<file path="config.mk">
export PLATFORM = sky130hd
export DESIGN_NAME = hzc_top
export DESIGN_NICKNAME = d
export VERILOG_FILES = /design/src/rtl/hzc_pkg.sv /design/src/rtl/hzc_dep_cmp.sv /design/src/rtl/hzc_ex_fwd.sv /design/src/rtl/hzc_id_sel.sv /design/src/rtl/hzc_flow.sv /design/src/rtl/hzc_top.sv
export SDC_FILE = /design/constraint.sdc
export NUM_CORES = 1
export LEC_CHECK = 0
export ABC_CLOCK_PERIOD_IN_PS = 2000
export BUFFER_PORTS_ARGS = -buffer_cell sky130_fd_sc_hd__buf_2
export CAP_MARGIN = 30
export CELL_PAD_IN_SITES_DETAIL_PLACEMENT = 1
export CELL_PAD_IN_SITES_GLOBAL_PLACEMENT = 1
export CORE_ASPECT_RATIO = 1.1
export CORE_MARGIN = 2
export CORE_UTILIZATION = 24
export DETAILED_ROUTE_END_ITERATION = 8
export PLACE_DENSITY_LB_ADDON = 0.08
export RECOVER_POWER = 25
export SETUP_SLACK_MARGIN = 0.4
export SLEW_MARGIN = 20
export SYNTH_ARGS = -nofsm -noshare
export SYNTH_HDL_FRONTEND = slang
export SYNTH_SLANG_ARGS = --single-unit
</file>
<file path="constraint.sdc">
create_clock -name vclk -period 2
set_input_delay 0.4 -clock vclk [all_inputs]
set_output_delay 0.4 -clock vclk [all_outputs]
set_load 0.02 [all_outputs]
</file>
<file path="src/rtl/hzc_pkg.sv">
package hzc_pkg;
  typedef enum logic [1:0] {
    EXS_FILE = 2'b00,
    EXS_MEM  = 2'b01,
    EXS_WB   = 2'b10
  } ex_sel_e;

  typedef enum logic [1:0] {
    IDS_INT = 2'b00,
    IDS_FLT = 2'b01,
    IDS_WB  = 2'b10
  } id_sel_e;
endpackage

</file>
<file path="src/rtl/hzc_dep_cmp.sv">
module hzc_dep_cmp #(
  parameter int unsigned IDX_W = 6
) (
  input  logic [IDX_W-1:0] src,
  input  logic [IDX_W-1:0] dst,
  input  logic             dst_we,
  output logic             hit
);
  // integer register 0 is hardwired; every other index (float 0 included) counts
  function automatic logic dep_match(logic [IDX_W-1:0] s, logic [IDX_W-1:0] d, logic we);
    return we && (s == d) && (d != '0);
  endfunction

  assign hit = dep_match(src, dst, dst_we);
endmodule

</file>
<file path="src/rtl/hzc_ex_fwd.sv">
module hzc_ex_fwd
  import hzc_pkg::*;
#(
  parameter int unsigned IDX_W = 6
) (
  input  logic [IDX_W-1:0] src,
  input  logic [IDX_W-1:0] mem_rd,
  input  logic             mem_we,
  input  logic [IDX_W-1:0] wb_rd,
  input  logic             wb_we,
  output logic [1:0]       sel
);
  logic mem_hit, wb_hit;
  ex_sel_e pick;

  hzc_dep_cmp #(.IDX_W(IDX_W)) u_mem_cmp (.src(src), .dst(mem_rd), .dst_we(mem_we), .hit(mem_hit));
  hzc_dep_cmp #(.IDX_W(IDX_W)) u_wb_cmp  (.src(src), .dst(wb_rd),  .dst_we(wb_we),  .hit(wb_hit));

  // the younger producer (memory stage) takes priority
  always_comb begin
    if (mem_hit)     pick = EXS_MEM;
    else if (wb_hit) pick = EXS_WB;
    else             pick = EXS_FILE;
  end

  assign sel = pick;
endmodule

</file>
<file path="src/rtl/hzc_id_sel.sv">
module hzc_id_sel
  import hzc_pkg::*;
#(
  parameter int unsigned IDX_W = 6
) (
  input  logic [IDX_W-1:0] src,
  input  logic [IDX_W-1:0] wb_rd,
  input  logic             wb_we,
  output logic [1:0]       sel
);
  localparam int unsigned FILE_BIT = IDX_W - 1;
  logic wb_hit;
  id_sel_e pick;

  hzc_dep_cmp #(.IDX_W(IDX_W)) u_wb_cmp (.src(src), .dst(wb_rd), .dst_we(wb_we), .hit(wb_hit));

  always_comb begin
    if (wb_hit)             pick = IDS_WB;
    else if (src[FILE_BIT]) pick = IDS_FLT;
    else                    pick = IDS_INT;
  end

  assign sel = pick;
endmodule

</file>
<file path="src/rtl/hzc_flow.sv">
module hzc_flow #(
  parameter int unsigned NUM_SRC = 2
) (
  input  logic [NUM_SRC-1:0] lu_hit,
  input  logic               br_taken,
  input  logic               is_jump,
  output logic               redirect,
  output logic               load_use,
  output logic               pc_sel,
  output logic               stall_front,
  output logic               flush_ifid,
  output logic               bubble_idex
);
  assign redirect    = br_taken | is_jump;
  assign load_use    = |lu_hit;
  assign pc_sel      = redirect;
  // a redirect discards the stalled instruction, so the hold is dropped
  assign stall_front = load_use & ~redirect;
  assign flush_ifid  = redirect;
  assign bubble_idex = redirect | load_use;
endmodule

</file>
<file path="src/rtl/hzc_top.sv">
module hzc_top #(
  parameter int unsigned IDX_W = 6
) (
  input  logic [IDX_W-1:0] id_rs1,
  input  logic [IDX_W-1:0] id_rs2,
  input  logic [IDX_W-1:0] ex_rs1,
  input  logic [IDX_W-1:0] ex_rs2,
  input  logic [IDX_W-1:0] ex_rd,
  input  logic             ex_wr_en,
  input  logic             ex_is_load,
  input  logic [IDX_W-1:0] mem_rd,
  input  logic             mem_wr_en,
  input  logic [IDX_W-1:0] wb_rd,
  input  logic             wb_wr_en,
  input  logic             ex_br_taken,
  input  logic             ex_is_jump,
  output logic [1:0]       id_rs1_sel,
  output logic [1:0]       id_rs2_sel,
  output logic [1:0]       ex_rs1_sel,
  output logic [1:0]       ex_rs2_sel,
  output logic             pc_sel,
  output logic             stall_front,
  output logic             flush_ifid,
  output logic             bubble_idex
);
  localparam int unsigned NUM_SRC = 2;

  logic [IDX_W-1:0] id_src [NUM_SRC];
  logic [IDX_W-1:0] ex_src [NUM_SRC];
  logic [1:0]       id_sel [NUM_SRC];
  logic [1:0]       ex_sel [NUM_SRC];
  logic [NUM_SRC-1:0] lu_hit;
  logic             ld_producer;
  logic             redirect_w;
  logic             load_use_w;

  assign id_src[0] = id_rs1;
  assign id_src[1] = id_rs2;
  assign ex_src[0] = ex_rs1;
  assign ex_src[1] = ex_rs2;
  assign ld_producer = ex_wr_en & ex_is_load;

  for (genvar g = 0; g < NUM_SRC; g++) begin : g_src
    hzc_ex_fwd #(.IDX_W(IDX_W)) u_ex_fwd (
      .src(ex_src[g]), .mem_rd(mem_rd), .mem_we(mem_wr_en),
      .wb_rd(wb_rd), .wb_we(wb_wr_en), .sel(ex_sel[g])
    );
    hzc_id_sel #(.IDX_W(IDX_W)) u_id_sel (
      .src(id_src[g]), .wb_rd(wb_rd), .wb_we(wb_wr_en), .sel(id_sel[g])
    );
    hzc_dep_cmp #(.IDX_W(IDX_W)) u_lu_cmp (
      .src(id_src[g]), .dst(ex_rd), .dst_we(ld_producer), .hit(lu_hit[g])
    );
  end

  hzc_flow #(.NUM_SRC(NUM_SRC)) u_flow (
    .lu_hit(lu_hit), .br_taken(ex_br_taken), .is_jump(ex_is_jump),
    .redirect(redirect_w), .load_use(load_use_w), .pc_sel(pc_sel),
    .stall_front(stall_front), .flush_ifid(flush_ifid), .bubble_idex(bubble_idex)
  );

  assign id_rs1_sel = id_sel[0];
  assign id_rs2_sel = id_sel[1];
  assign ex_rs1_sel = ex_sel[0];
  assign ex_rs2_sel = ex_sel[1];
endmodule

</file>
==> out/results.ini <==
[routing]
drt-initial-drc-count = 3
drc = 0
vias = 876
firstDrtPassIters = 2
wirelength_um = 2750
vias_per_cell = 4.66
antenna_left = 0
wl_per_cell_um = 14.6

[synthesis]
synth-seq-area-share_pct = 0
netlist_area_um2 = 722
ys_types = 21
syn_nets = 137
syn_area_per_cell_um2 = 8.11
synth.area.top_cells = xor2_1, xnor2_1, buf_4
yosys.area.top_type = xor2_1
synth_top_area_share_pct = 34.0
syn_inst = 89
yosys_warnings = 0
synthTopCellsByCount = xor2_1, xnor2_1, buf_4, nor4_1, nand4_1
synth.most_common_cell = xor2_1

[global_route]
overflow = 0
antenna_found_initial = 0
grt_pass1_vias = 944
grt_pass1_wl_um = 4220
grt.total_usage_pct = 15.4
grt_start_max_net_pins = 6

[power_and_ir_drop]
p_per_area_nw_per_um2 = 208
seqPwrFrac_pct = 0
power_leakage_nw = 0.580
switchingPower_uw = 134
sw_frac_of_total_pct = 47.3
cell_internal_pwr_uw = 149
ir_worst_vdd_uv = 108
p_comb_share_pct = 100.0
clkPwrFrac_pct = 0

[timing]
finalHoldViolCount = 0
min_period_ns = 2.11
slew_headroom_pct = 79.6
finalCritPeriodShare_pct = 106
layout_setup_ws_ns = -0.111
drv_slew = 0
fmax_mhz = 474
setup_viol = 7
rsz0062_at_grt = true
hold_slack_ns = 1.16
tightestPinTransition_ns = 0.303

[floorplanning]
fp.dieW_um = 56.3
die_area_um2 = 3460
die_h_um = 61.5
rows = 20
start_util_pct = 25.5
io_pins = 60
core_um2 = 2830

[placement]
dp_hpwl_um = 2390
post-place-ws_ns = -0.162
dp_cells = 182
routabilityCongestion = 0.801
io_buffers = 60

[critical_path]
slowest_delay_ns = 0.54
path_cells = buf_6, or4_4, o31ai_4, buf_6, nor4_2, nor2b_2, buf_6
crit_slowest_cell = or4_4
cp.arrival_ns = 1.71
critPathTopFamily = simple AND/OR/NAND/NOR gates
cp_max_fo = 2
cp-start-kind = primary input
crit_type = in -> out
cp.required_ns = 1.60
cp_common_cell = buf_6
critPathBufInv = 3
worstSetupEndpointType = output pin

[min_path]
min_from = ex_br_taken
hold-path-endpoint = pc_sel
hold_depth = 3
hp-class = in -> out

[layout]
areaGrowthSynthToFinish_pct = 87.7
clkbuf_count = 0
n_antenna_cell = 0
utilization_pct = 47.9
drive_above_1_share_pct = 63.9
seq_cells = 0
seqCellArea_um2 = 0
instances_no_fill = 188
nNetsFinal = 205

[outcome]
violations = setup timing
status = finished, violations left

[flow_run]
cap_violations = 0

-- power groups by stage --
| stage | clock (mW) | combinational, mW | sequential, mW |
|---|---|---|---|
| after global routing | 0 | 0.308 | 0 |
| after CTS | 0 | 0.263 | 0 |
| final | 0 | 0.282 | 0 |
| after global placement | 0 | 0.232 | 0 |
| after detailed placement | 0 | 0.238 | 0 |
| after floorplan | 0 | 0.131 | 0 |
-- area by class of cell --
type,count,area [um2]
timing repair buffer,77,543
fill,362,1470
multi-input combinational,78,771
tap,33,41.3
-- per-stage QoR --
step                TNS, ns  area, um2  power [mW]
global placement     -0.864       1140       0.232
global route         -0.852       1360       0.308
CTS                  -0.364       1250       0.263
detailed placement   -0.922       1140       0.238
finish               -0.416       1360       0.282
floorplan            -0.130        798       0.131
-- placed cells by master (no fill, tap or decap), drive strengths merged --
cell / Yosys / layout
or2: 1 / 1
nand3: 2 / 2
nor2b: 2 / 2
nor2: 2 / 2
o31ai: 2 / 2
nor4: 8 / 8
xnor2: 20 / 20
nor3: 3 / 3
buf: 9 / 76
nand4: 4 / 4
clkbuf: 2 / 1
a22oi: 1 / 1
o21bai: 1 / 1
xor2: 28 / 28
or4: 3 / 3
o311ai: 1 / 1
-- timing repair --
item / in CTS / in global routing
resized for setup: 24 / 19
buffers inserted: 3 / 3
hold buffers: 0 / 0
pin swaps: 7 / 11
endpoints found under the setup margin: 10 / 10
-- worst max-delay path by stage --
stage / start / end / depth (start not counted)
floorplan: wb_rd[5] / id_rs1_sel[0] / 5
global placement: wb_rd[5] / id_rs1_sel[0] / 6
detailed placement: wb_rd[5] / id_rs1_sel[0] / 6
CTS: wb_rd[5] / id_rs1_sel[0] / 7
global route: wb_rd[5] / id_rs1_sel[0] / 7
finish: wb_rd[5] / id_rs1_sel[0] / 7
-- cell families after synthesis --
logic type / Yosys count / share of synthesized area [%]
compound gates: 5 / 7.97
buf+inv: 11 / 10.2
simple gates: 25 / 23.6
xor+xnor: 48 / 58.2
-- layer usage --
metal  GRT usage (%)  wire length (um)
met5               0                 0
met4            1.36                 0
met1            15.8               972
met3            1.26               144
met2            35.1              1630
Note: power is estimated with default switching activity, not from simulation.
